<file path="src/rtl/fold_fir_pkg.sv">
package fold_fir_pkg;

  // Older-side tap feeding a lane in a given phase (taps[0] = newest sample)
  function automatic int far_tap(int taps, int decim, int ph, int lane);
    return taps - 2 * decim + 1 + 2 * ph - decim * lane;
  endfunction

  // Newer-side tap feeding a lane; the same in every phase
  function automatic int near_tap(int decim, int lane);
    return decim * lane;
  endfunction

  // Coefficient index a lane uses in a given phase
  function automatic int coef_sel(int decim, int ph, int lane);
    return decim - 1 - ph + decim * lane;
  endfunction

endpackage

</file>
<file path="src/rtl/fold_tapline.sv">
module fold_tapline #(
  parameter int DATA_W = 10,
  parameter int TAPS   = 24,
  parameter int DECIM  = 3,
  parameter int PH_W   = 2
) (
  input  logic                          clk,
  input  logic                          rst,
  input  logic                          in_valid,
  input  logic [DATA_W-1:0]             in_data,
  output logic [TAPS-1:0][DATA_W-1:0]   taps,
  output logic [PH_W-1:0]               cur_ph,
  output logic                          step
);

  logic [PH_W-1:0] ph_cnt;

  always_ff @(posedge clk) begin
    if (rst) begin
      taps   <= '0;
      ph_cnt <= '0;
      cur_ph <= '0;
      step   <= 1'b0;
    end else begin
      step <= in_valid;
      if (in_valid) begin
        taps   <= {taps[TAPS-2:0], in_data};
        cur_ph <= ph_cnt;
        ph_cnt <= (ph_cnt == PH_W'(DECIM - 1)) ? '0 : ph_cnt + 1'b1;
      end
    end
  end

  AST_PHASE_RANGE: assert property (@(posedge clk) disable iff (rst)
    (ph_cnt < PH_W'(DECIM)) && (cur_ph < PH_W'(DECIM)));

  AST_PHASE_HOLD: assert property (@(posedge clk) disable iff (rst)
    !in_valid |=> $stable(ph_cnt));

  AST_TAP_SHIFT: assert property (@(posedge clk) disable iff (rst)
    in_valid |=> taps[1] == $past(taps[0]));

  AST_TAP_HOLD: assert property (@(posedge clk) disable iff (rst)
    !in_valid |=> $stable(taps));

endmodule

</file>
<file path="src/rtl/fold_coef_bank.sv">
module fold_coef_bank #(
  parameter int COEF_W = 10,
  parameter int NCOEF  = 12,
  parameter int ADDR_W = 4
) (
  input  logic                          clk,
  input  logic                          rst,
  input  logic                          we,
  input  logic [ADDR_W-1:0]             addr,
  input  logic [COEF_W-1:0]             wdata,
  output logic [NCOEF-1:0][COEF_W-1:0]  coefs
);

  // Plain registers: all twelve values are read in parallel every cycle.
  always_ff @(posedge clk) begin
    for (int i = 0; i < NCOEF; i++) begin
      if (we && addr == ADDR_W'(i)) coefs[i] <= wdata;
    end
  end

  AST_COEF_IGNORE: assert property (@(posedge clk) disable iff (rst)
    (we && addr >= ADDR_W'(NCOEF)) |=> $stable(coefs));

endmodule

</file>
<file path="src/rtl/fold_lane.sv">
module fold_lane
  import fold_fir_pkg::*;
#(
  parameter int DATA_W = 10,
  parameter int COEF_W = 10,
  parameter int TAPS   = 24,
  parameter int DECIM  = 3,
  parameter int PH_W   = 2,
  parameter int NCOEF  = 12,
  parameter int LANE   = 0,
  parameter int PROD_W = DATA_W + 1 + COEF_W
) (
  input  logic                          clk,
  input  logic                          rst,
  input  logic                          en,
  input  logic [PH_W-1:0]               ph,
  input  logic [TAPS-1:0][DATA_W-1:0]   taps,
  input  logic [NCOEF-1:0][COEF_W-1:0]  coefs,
  output logic signed [PROD_W-1:0]      prod
);

  localparam int NEAR = near_tap(DECIM, LANE);

  logic [DECIM-1:0][DATA_W-1:0] far_c;
  logic [DECIM-1:0][COEF_W-1:0] coef_c;

  for (genvar p = 0; p < DECIM; p++) begin : g_phase
    localparam int FI = far_tap(TAPS, DECIM, p, LANE);
    localparam int CI = coef_sel(DECIM, p, LANE);
    assign far_c[p]  = taps[FI];
    assign coef_c[p] = coefs[CI];
  end

  logic signed [DATA_W-1:0] far_s, near_s;
  logic signed [COEF_W-1:0] coef_s;
  logic signed [DATA_W:0]   pre;
  logic signed [PROD_W-1:0] pre_x, coef_x;

  always_comb begin
    far_s  = '0;
    coef_s = '0;
    for (int p = 0; p < DECIM; p++) begin
      if (ph == PH_W'(p)) begin
        far_s  = $signed(far_c[p]);
        coef_s = $signed(coef_c[p]);
      end
    end
  end

  assign near_s = $signed(taps[NEAR]);
  assign pre    = (DATA_W + 1)'(far_s) + (DATA_W + 1)'(near_s);
  assign pre_x  = PROD_W'(pre);
  assign coef_x = PROD_W'(coef_s);

  always_ff @(posedge clk) begin
    if (rst)     prod <= '0;
    else if (en) prod <= pre_x * coef_x;
  end

endmodule

</file>
<file path="src/rtl/fold_accum.sv">
module fold_accum #(
  parameter int PROD_W = 21,
  parameter int LANES  = 4,
  parameter int ACC_W  = 28,
  parameter int DECIM  = 3,
  parameter int PH_W   = 2
) (
  input  logic                          clk,
  input  logic                          rst,
  input  logic                          en,
  input  logic [PH_W-1:0]               ph,
  input  logic [LANES-1:0][PROD_W-1:0]  prods,
  output logic                          out_valid,
  output logic [ACC_W-1:0]              out_data
);

  logic signed [ACC_W-1:0] acc, lane_sum, acc_nx;

  always_comb begin
    lane_sum = '0;
    for (int l = 0; l < LANES; l++) begin
      lane_sum = lane_sum + ACC_W'($signed(prods[l]));
    end
  end

  // Phase 0 opens a new group: prior contents are discarded.
  assign acc_nx = ((ph == '0) ? '0 : acc) + lane_sum;

  always_ff @(posedge clk) begin
    if (rst) begin
      acc       <= '0;
      out_valid <= 1'b0;
      out_data  <= '0;
    end else begin
      out_valid <= 1'b0;
      if (en) begin
        acc <= acc_nx;
        if (ph == PH_W'(DECIM - 1)) begin
          out_valid <= 1'b1;
          out_data  <= acc_nx;
        end
      end
    end
  end

endmodule

</file>
<file path="src/rtl/sym_decim_fir.sv">
module sym_decim_fir #(
  parameter int DATA_W = 10,
  parameter int COEF_W = 10,
  parameter int TAPS   = 24,
  parameter int DECIM  = 3,
  parameter int ACC_W  = 28,
  parameter int ADDR_W = $clog2(TAPS / 2)
) (
  input  logic               clk,
  input  logic               rst,
  input  logic               in_valid,
  input  logic [DATA_W-1:0]  in_data,
  input  logic               coef_we,
  input  logic [ADDR_W-1:0]  coef_addr,
  input  logic [COEF_W-1:0]  coef_data,
  output logic               out_valid,
  output logic [ACC_W-1:0]   out_data
);

  localparam int NCOEF  = TAPS / 2;
  localparam int LANES  = NCOEF / DECIM;
  localparam int PH_W   = (DECIM > 2) ? $clog2(DECIM) : 1;
  localparam int PROD_W = DATA_W + 1 + COEF_W;

  logic [TAPS-1:0][DATA_W-1:0]  taps;
  logic [NCOEF-1:0][COEF_W-1:0] coefs;
  logic [PH_W-1:0]              cur_ph, prod_ph;
  logic                         step, prod_v;
  logic [LANES-1:0][PROD_W-1:0] prods;

  fold_tapline #(.DATA_W(DATA_W), .TAPS(TAPS), .DECIM(DECIM), .PH_W(PH_W)) u_tapline (
    .clk(clk), .rst(rst), .in_valid(in_valid), .in_data(in_data),
    .taps(taps), .cur_ph(cur_ph), .step(step)
  );

  fold_coef_bank #(.COEF_W(COEF_W), .NCOEF(NCOEF), .ADDR_W(ADDR_W)) u_coefs (
    .clk(clk), .rst(rst), .we(coef_we), .addr(coef_addr), .wdata(coef_data),
    .coefs(coefs)
  );

  for (genvar l = 0; l < LANES; l++) begin : g_lane
    logic signed [PROD_W-1:0] lane_prod;
    fold_lane #(
      .DATA_W(DATA_W), .COEF_W(COEF_W), .TAPS(TAPS), .DECIM(DECIM),
      .PH_W(PH_W), .NCOEF(NCOEF), .LANE(l), .PROD_W(PROD_W)
    ) u_lane (
      .clk(clk), .rst(rst), .en(step), .ph(cur_ph), .taps(taps),
      .coefs(coefs), .prod(lane_prod)
    );
    assign prods[l] = lane_prod;
  end

  always_ff @(posedge clk) begin
    if (rst) begin
      prod_v  <= 1'b0;
      prod_ph <= '0;
    end else begin
      prod_v  <= step;
      prod_ph <= cur_ph;
    end
  end

  fold_accum #(.PROD_W(PROD_W), .LANES(LANES), .ACC_W(ACC_W), .DECIM(DECIM), .PH_W(PH_W)) u_accum (
    .clk(clk), .rst(rst), .en(prod_v), .ph(prod_ph), .prods(prods),
    .out_valid(out_valid), .out_data(out_data)
  );

  AST_XFER_TIMING: assert property (@(posedge clk) disable iff (rst)
    out_valid |-> ($past(step, 2) && $past(cur_ph, 2) == PH_W'(DECIM - 1)));

  AST_SINGLE_PULSE: assert property (@(posedge clk) disable iff (rst)
    out_valid |=> !out_valid);

endmodule

</file>
<file path="config.mk">
export PLATFORM = sky130hd
export DESIGN_NAME = sym_decim_fir
export DESIGN_NICKNAME = d
export VERILOG_FILES = /design/src/rtl/fold_fir_pkg.sv /design/src/rtl/fold_tapline.sv /design/src/rtl/fold_coef_bank.sv /design/src/rtl/fold_lane.sv /design/src/rtl/fold_accum.sv /design/src/rtl/sym_decim_fir.sv
export SDC_FILE = /design/constraint.sdc
export NUM_CORES = 2
export LEC_CHECK = 0
export BUFFER_PORTS_ARGS = -buffer_cell sky130_fd_sc_hd__buf_2
export CORE_MARGIN = 4
export CORE_UTILIZATION = 30
export DETAILED_ROUTE_END_ITERATION = 6
export GPL_TIMING_DRIVEN = 0
export PLACE_DENSITY = 0.47
export SLEW_MARGIN = 20
export SYNTH_ARGS = -nofsm -noshare
export SYNTH_HDL_FRONTEND = slang
export SYNTH_SLANG_ARGS = --single-unit
</file>
<file path="constraint.sdc">
create_clock -name clk -period 24.3 [get_ports clk]
set_input_delay 3.645 -clock clk [delete_from_list [all_inputs] [get_ports clk]]
set_output_delay 3.645 -clock clk [all_outputs]
set_load 0.01 [all_outputs]
</file>
* Word-level counts from Yosys, hierarchy flattened
Cells that the tools add are included.
** Word-level totals
- Input port bits :: 28
- Logic and storage cells :: 121
- Register bits after elaboration :: 509
** Cells by class
- $add $sub $neg :: 9
- $mul :: 4
- Muxes and demuxes :: 27
- Equal/unequal tests :: 15
- Reduce and logical (&&, ||, !) cells :: 17
- Bitwise logic cells :: 1
** Operators by type and width (count)
- $mux W10 :: 24
- $mul A11 B10 Y21 :: 4
- $add A10 B10 Y11 :: 4
- $add A28 B21 Y28 :: 1
- $add A28 B28 Y28 :: 1
- $mux W28 :: 1
- $add A22 B21 Y23 :: 1
- $add A21 B21 Y22 :: 1
- $eq A4 B3 Y1 const B :: 4
- $eq A4 B4 Y1 const B :: 4
- $logic_and A1 B1 Y1 :: 12
- $eq A4 B2 Y1 const B :: 2
- $eq A2 B2 Y1 const B :: 3
- $eq A4 B1 Y1 const B :: 1
- $logic_not A2 Y1 :: 2
- $logic_not A4 Y1 :: 1
- $add A2 B1 Y2 const B :: 1
- $eq A2 B1 Y1 const B :: 1
- $mux W2 :: 1
- $reduce_and A2 Y1 :: 1
- $reduce_or A2 Y1 :: 1
- $mux W1 :: 1
- $not A1 Y1 :: 1

* Logic depth before layout (Yosys ltp)
- Word-level depth :: 6
- Mapped depth :: 35
- Mapped depth without buffers :: 31

* By module
Synthesis repeated with hierarchy kept, for this count alone.
** Second synthesis, totals
- Cell total of the unflattened synthesis :: 4582
- Area, all modules :: 43152.6 um2
** Modules (own cells, without submodules)
- fold_tapline :: instances 1, cells each 791, area each 8846.0 um2, seq. area each 4904.7 um2
- fold_lane (g_lane[1].u_lane) :: instances 1, cells each 759, area each 6301.0 um2, seq. area each 420.4 um2
- fold_lane (g_lane[0].u_lane) :: instances 1, cells each 726, area each 6189.7 um2, seq. area each 420.4 um2
- fold_lane (g_lane[2].u_lane) :: instances 1, cells each 709, area each 6090.8 um2, seq. area each 420.4 um2
- fold_accum :: instances 1, cells each 760, area each 6064.6 um2, seq. area each 1141.1 um2
- fold_lane (g_lane[3].u_lane) :: instances 1, cells each 692, area each 5878.1 um2, seq. area each 420.4 um2
- fold_coef_bank :: instances 1, cells each 139, area each 3703.6 um2, seq. area each 3603.5 um2
- sym_decim_fir :: instances 1, cells each 6, area each 78.8 um2, seq. area each 60.1 um2

* Least setup slack after synthesis
Ideal clock, no wire load.
- Path kind :: flip-flop to flip-flop
- From :: register u_tapline.cur_ph[1]
- To :: register g_lane[0].u_lane.prod[20]
- Path slack :: 15.847 ns
- Stages on the path, launching flop included :: 33
- Clock period less this slack :: 8.453 ns
- Arrival :: 8.368 ns
- Library setup time :: 0.086 ns
- Path through :: dfxtp_1 -> clkbuf_1 -> clkbuf_1 -> clkbuf_1 -> clkbuf_1 -> buf_1 -> o22ai_1 -> ha_1 -> a21o_1 -> a21oi_1 -> o21bai_1 -> a21oi_1 -> o21ai_1 -> a2111oi_1 -> nor3_2 -> nand2b_1 -> fa_1 -> inv_1 -> fa_1 -> fa_1 -> fa_1 -> inv_1 -> fa_1 -> inv_1 -> ha_1 -> nand4_1 -> o21ai_0 -> o31ai_1 -> a21oi_1 -> o41ai_1 -> o21ai_1 -> xnor2_1 -> a211oi_1
** On the way
- Word-level cells in the longest chain between the ends :: 6
** RTL lines
- start: declaration :: RTL line fold_tapline.sv:12 : output logic [PH_W-1:0] cur_ph,
- start signal: assignment :: RTL line fold_tapline.sv:28 : cur_ph <= ph_cnt;
- $logic_not A2 Y1 :: RTL line fold_lane.sv:43 : if (ph == PH_W'(p)) begin
- $mux W10 (3 in series) :: RTL line fold_lane.sv:43
- $add A10 B10 Y11 :: RTL line fold_lane.sv:51 : assign pre = (DATA_W + 1)'(far_s) + (DATA_W + 1)'(near_s);
- $mul A11 B10 Y21 (*) :: RTL line fold_lane.sv:57 : else if (en) prod <= pre_x * coef_x;
- end signal: assignment :: RTL line fold_lane.sv:57
- end: declaration :: RTL line fold_lane.sv:19 : output logic signed [PROD_W-1:0] prod
Every way passes the cells marked *; elsewhere a longest branch is shown, timed or not.
A chain may end at the register's enable or synchronous reset.

* Worst setup path in the final report
- From :: register u_tapline.cur_ph[1]
- To :: register g_lane[1].u_lane.prod[18]
** On the way
- Word-level cells in the longest chain between the ends :: 6
** RTL lines (RTL line)
- $logic_not A2 Y1 :: fold_lane.sv:43
- $mux W10 (3 in series) :: fold_lane.sv:43
- $add A10 B10 Y11 :: fold_lane.sv:51
- $mul A11 B10 Y21 (*) :: fold_lane.sv:57
- end signal: assignment :: fold_lane.sv:57
- end: declaration :: fold_lane.sv:19
Marks and branches as above.

==> run_results.csv <==
group,metric,value,unit
clock_tree,worstSkewPairLatency,670,ps
setup_path,cpMostUsedCell,"fa_1",
setup_path,critPathRequiredTime,24820,ps
route,wl_per_cell,19.2,um
final_layout,layout-drive-gt1-share,4.60,%
worst_hold_path,hold_start,"u_accum.out_data[24]$_SDFFE_PP0P_",
global_route,grt_start_max_net_pins,19,
route,drc,0,
yosys,ys_ff_latch,509,
die,die_x,381,um
die,die_area,145000,um2
worst_hold_path,hold_depth,2,
clock_tree,cts_resized,0,
sta,finalCritPeriodShare,47.1,%
sta,worst_pin_slew,1170,ps
yosys,syn-instance-count,4494,
yosys,synth-edff-count,120,
placed_design,place.gp.congestion,0.877,
yosys,syn_area,41800,um2
global_route,grt_pass1_vias,30809,
power,p_switching,0.822,mW
power,p_leak,21.4,nW
placed_design,dp.cells,6414,
power,pwr-share-clk,36.0,%
route,drtIter0Drc,1848,
setup_path,r2r_start,"u_tapline.cur_ph[1]$_SDFFE_PP0P_",
sta,tns,0,ps
die,initial_core_util,30.3,%
route,viasPerCell,4.68,
clock_tree,clk_pin_slew,70,ps
die,core-area,138000,um2
setup_path,worstSetupPathType,"reg -> reg",
job,maxCapViolCount,0,
worst_hold_path,hold_path_class,"reg -> reg",
setup_path,r2r_slack,12850,ps
setup_path,crit_path_end_kind,"register",
sta,max_freq,0.0873,GHz
setup_path,cp_top_family,"compound AO/OA/AOI/OAI gates",
global_route,grt_usage,17.1,%
setup_path,reg2reg_depth,30,
global_route,overflow,0,
placed_design,io_buffers,54,
sta,fin_skew,76.5,ps
clock_tree,cts_max_path_buffers,3,
sta,hold_viol,0,
setup_path,r2r-end,"g_lane[1].u_lane.prod[18]$_SDFFE_PP0P_",
sta,drv_slew,0,
setup_path,worstPathArrival,11970,ps
final_layout,final_cells,6516,
final_layout,final_net_count,5383,
clock_tree,cts_inserted_buffers,55,
setup_path,worstPathMaxFanout,10,
sta,setup_viol,0,
power,p_sw_share,33.4,%
die,io_pins,57,
setup_path,cp_slowest_stage_delay,580,ps
clock_tree,cts_tree,"built",
yosys,synthArstFlopShare,0,%
sta,slew_headroom,22.2,%
sta,rsz0062_at_grt,"no",
route,num_vias,30509,
worst_hold_path,min_to,"u_accum.out_data[24]$_SDFFE_PP0P_",
route,ant_nets,0,
final_layout,finalInstanceArea,46400,um2
power,vdd_drop_max,0.0520,mV
placed_design,postPlaceCellArea,44500,um2
route,drt_first_pass_iters,5,
setup_path,start_kind,"register",
final_layout,synthToLayoutAreaGrowth,10.9,%
clock_tree,cts_root_buffer,"clkbuf_16",
global_route,grt_pass1_wl,192000,um
run_status,status,"completed",
power,power_frac_comb,27.1,%
yosys,synth_seq_area_share,27.2,%
yosys,syn_area_per_cell,9.31,um2
sta,fin_crit,11450,ps
die,die_h,381,um
final_layout,layout_common_cells,"nor2_1, inv_1, fa_1, mux2i_1, dfxtp_1",
global_route,antenna_found_initial,9,
clock_tree,postCtsHoldBufs,0,
power,power_frac_seq,36.9,%
yosys,yosys_warnings,0,
power,power.internal,1.64,mW
clock_tree,htreeDepth,2,
yosys,synth_cell_types,89,
clock_tree,clock-sinks,509,
setup_path,critPathBufInv,8,
die,placementRows,136,
yosys,ys.flop_type,"dfxtp_1",
placed_design,dpl.hpwl,103000,um
yosys,syn_nets,5269,
power,power.density,53.0,nW/um2
clock_tree,post_cts_buffers,0,
route,routed_wl,125000,um
setup_path,slowest_stage,"fa_1",
final_layout,mostFrequentLayoutCell,"nor2_1",
[metal layers]
| metal | vias to the layer above | wire, um | share of wire (%) | track usage [%] |
|---|---|---|---|---|
| met4 | 6 | 4150 | 3.3 | 5.08 |
| met5 | - | 35 | 0.028 | 0 |
| met2 | 540 | 54200 | 43 | 26.5 |
| met3 | 136 | 6370 | 5.1 | 2.97 |
| li1 | 14911 | - | - | - |
| met1 | 14916 | 60500 | 48 | 24.4 |
[sequential cells by signal, summed over array words and instances (netlist names)]
| register | count |
|---|---|
| u_tapline.cur_ph | 2 |
| u_accum.out_data | 28 |
| u_accum.out_valid | 1 |
| g_lane.u_lane.prod | 84 |
| u_tapline.ph_cnt | 2 |
| u_tapline.taps | 240 |
| u_coefs.coefs | 120 |
| prod_v | 1 |
| u_tapline.step | 1 |
| u_accum.acc | 28 |
| prod_ph | 2 |
[cell type report]
class	count	area, um2
Multi-Input combinational cell	3194	27500
Clock buffer	73	1580
Inverter	623	2340
Tap cell	1863	2330
Sequential cell	509	11400
Fill cell	14426	91600
Antenna cell	3	7.51
Buffer	168	648
Timing Repair Buffer	57	293
Clock inverter	26	317
[worst max-delay path by stage]
stage | from | end | cells after the start
after floorplan | u_tapline.cur_ph[1]$_SDFFE_PP0P_ | g_lane[0].u_lane.prod[20]$_SDFFE_PP0P_ | 32
after global placement | u_tapline.cur_ph[1]$_SDFFE_PP0P_ | g_lane[1].u_lane.prod[18]$_SDFFE_PP0P_ | 30
final | u_tapline.cur_ph[1]$_SDFFE_PP0P_ | g_lane[1].u_lane.prod[18]$_SDFFE_PP0P_ | 30
after global routing | u_tapline.cur_ph[1]$_SDFFE_PP0P_ | g_lane[1].u_lane.prod[19]$_SDFFE_PP0P_ | 30
after CTS | u_tapline.cur_ph[1]$_SDFFE_PP0P_ | g_lane[1].u_lane.prod[18]$_SDFFE_PP0P_ | 30
after detailed placement | u_tapline.cur_ph[1]$_SDFFE_PP0P_ | g_lane[1].u_lane.prod[18]$_SDFFE_PP0P_ | 30
[worst min-delay path: stages, from the launching register on]
cell and delay (ps):
dfxtp_1 310, nand2_1 50, a21oi_1 50
[synth_stat cells, types with 8 or more instances]
master / count / area, um2
buf_1: 58 / 218
xnor2_1: 155 / 1360
xor2_1: 81 / 709
mux2i_1: 395 / 3950
nand2_1: 345 / 1290
a31oi_1: 18 / 113
nand4_1: 13 / 81.3
nand2b_1: 47 / 294
o211ai_1: 18 / 135
nor2_1: 660 / 2480
fa_1: 407 / 8150
nor3_1: 38 / 190
nand3b_1: 10 / 75.1
a211oi_1: 36 / 270
o21ai_1: 33 / 165
and4_1: 8 / 70.1
o22ai_1: 49 / 307
inv_1: 620 / 2330
and2_1: 18 / 113
o21ai_0: 57 / 285
clkbuf_1: 102 / 383
and3_1: 15 / 93.8
nand3_1: 28 / 140
a21o_1: 61 / 458
dfxtp_1: 389 / 7790
edfxtp_1: 120 / 3600
o21a_1: 17 / 128
o21bai_1: 19 / 143
nor4_1: 11 / 68.8
nor2b_1: 26 / 163
a21oi_1: 166 / 831
ha_1: 340 / 4250
or3_1: 12 / 75.1
[metrics by stage]
stage / total power [mW] / hold slack [ps] / utilization (%) / worst slack (ps)
after floorplan: 1.39 / 425 / - / 15850
after global placement: 1.59 / 442 / 32.2 / 13010
after detailed placement: 1.59 / 443 / 32.2 / 12940
after CTS: 2.49 / 453 / 33.6 / 12850
after global routing: 2.60 / 472 / 33.6 / 12210
final: 2.46 / 449 / 33.6 / 12850
[cells by family (layout without fill, tap and decap cells)]
kind of cell               after synthesis  after routing  share of synthesized area, %
and+or+nand+nor                       1263           1263                          12.9
buffers and inverters                  791            947                          7.13
xor gates and xnor gates               239            239                          5.09
other                                    0              3                             0
DFF                                    509            509                          27.2
muxes                                  398            398                          9.54
AOI/OAI and AO/OA                      547            547                          8.46
adders and majority gates              747            747                          29.7
[power by group through the flow]
stage | Sequential (mW) | Combinational [mW] | Clock (mW)
finish | 0.907 | 0.666 | 0.886
global route | 0.909 | 0.751 | 0.944
CTS | 0.907 | 0.669 | 0.911
detailed placement | 0.926 | 0.666 | 0
global placement | 0.926 | 0.662 | 0
floorplan | 0.918 | 0.474 | 0
Note: power is estimated with default switching activity, not from simulation.
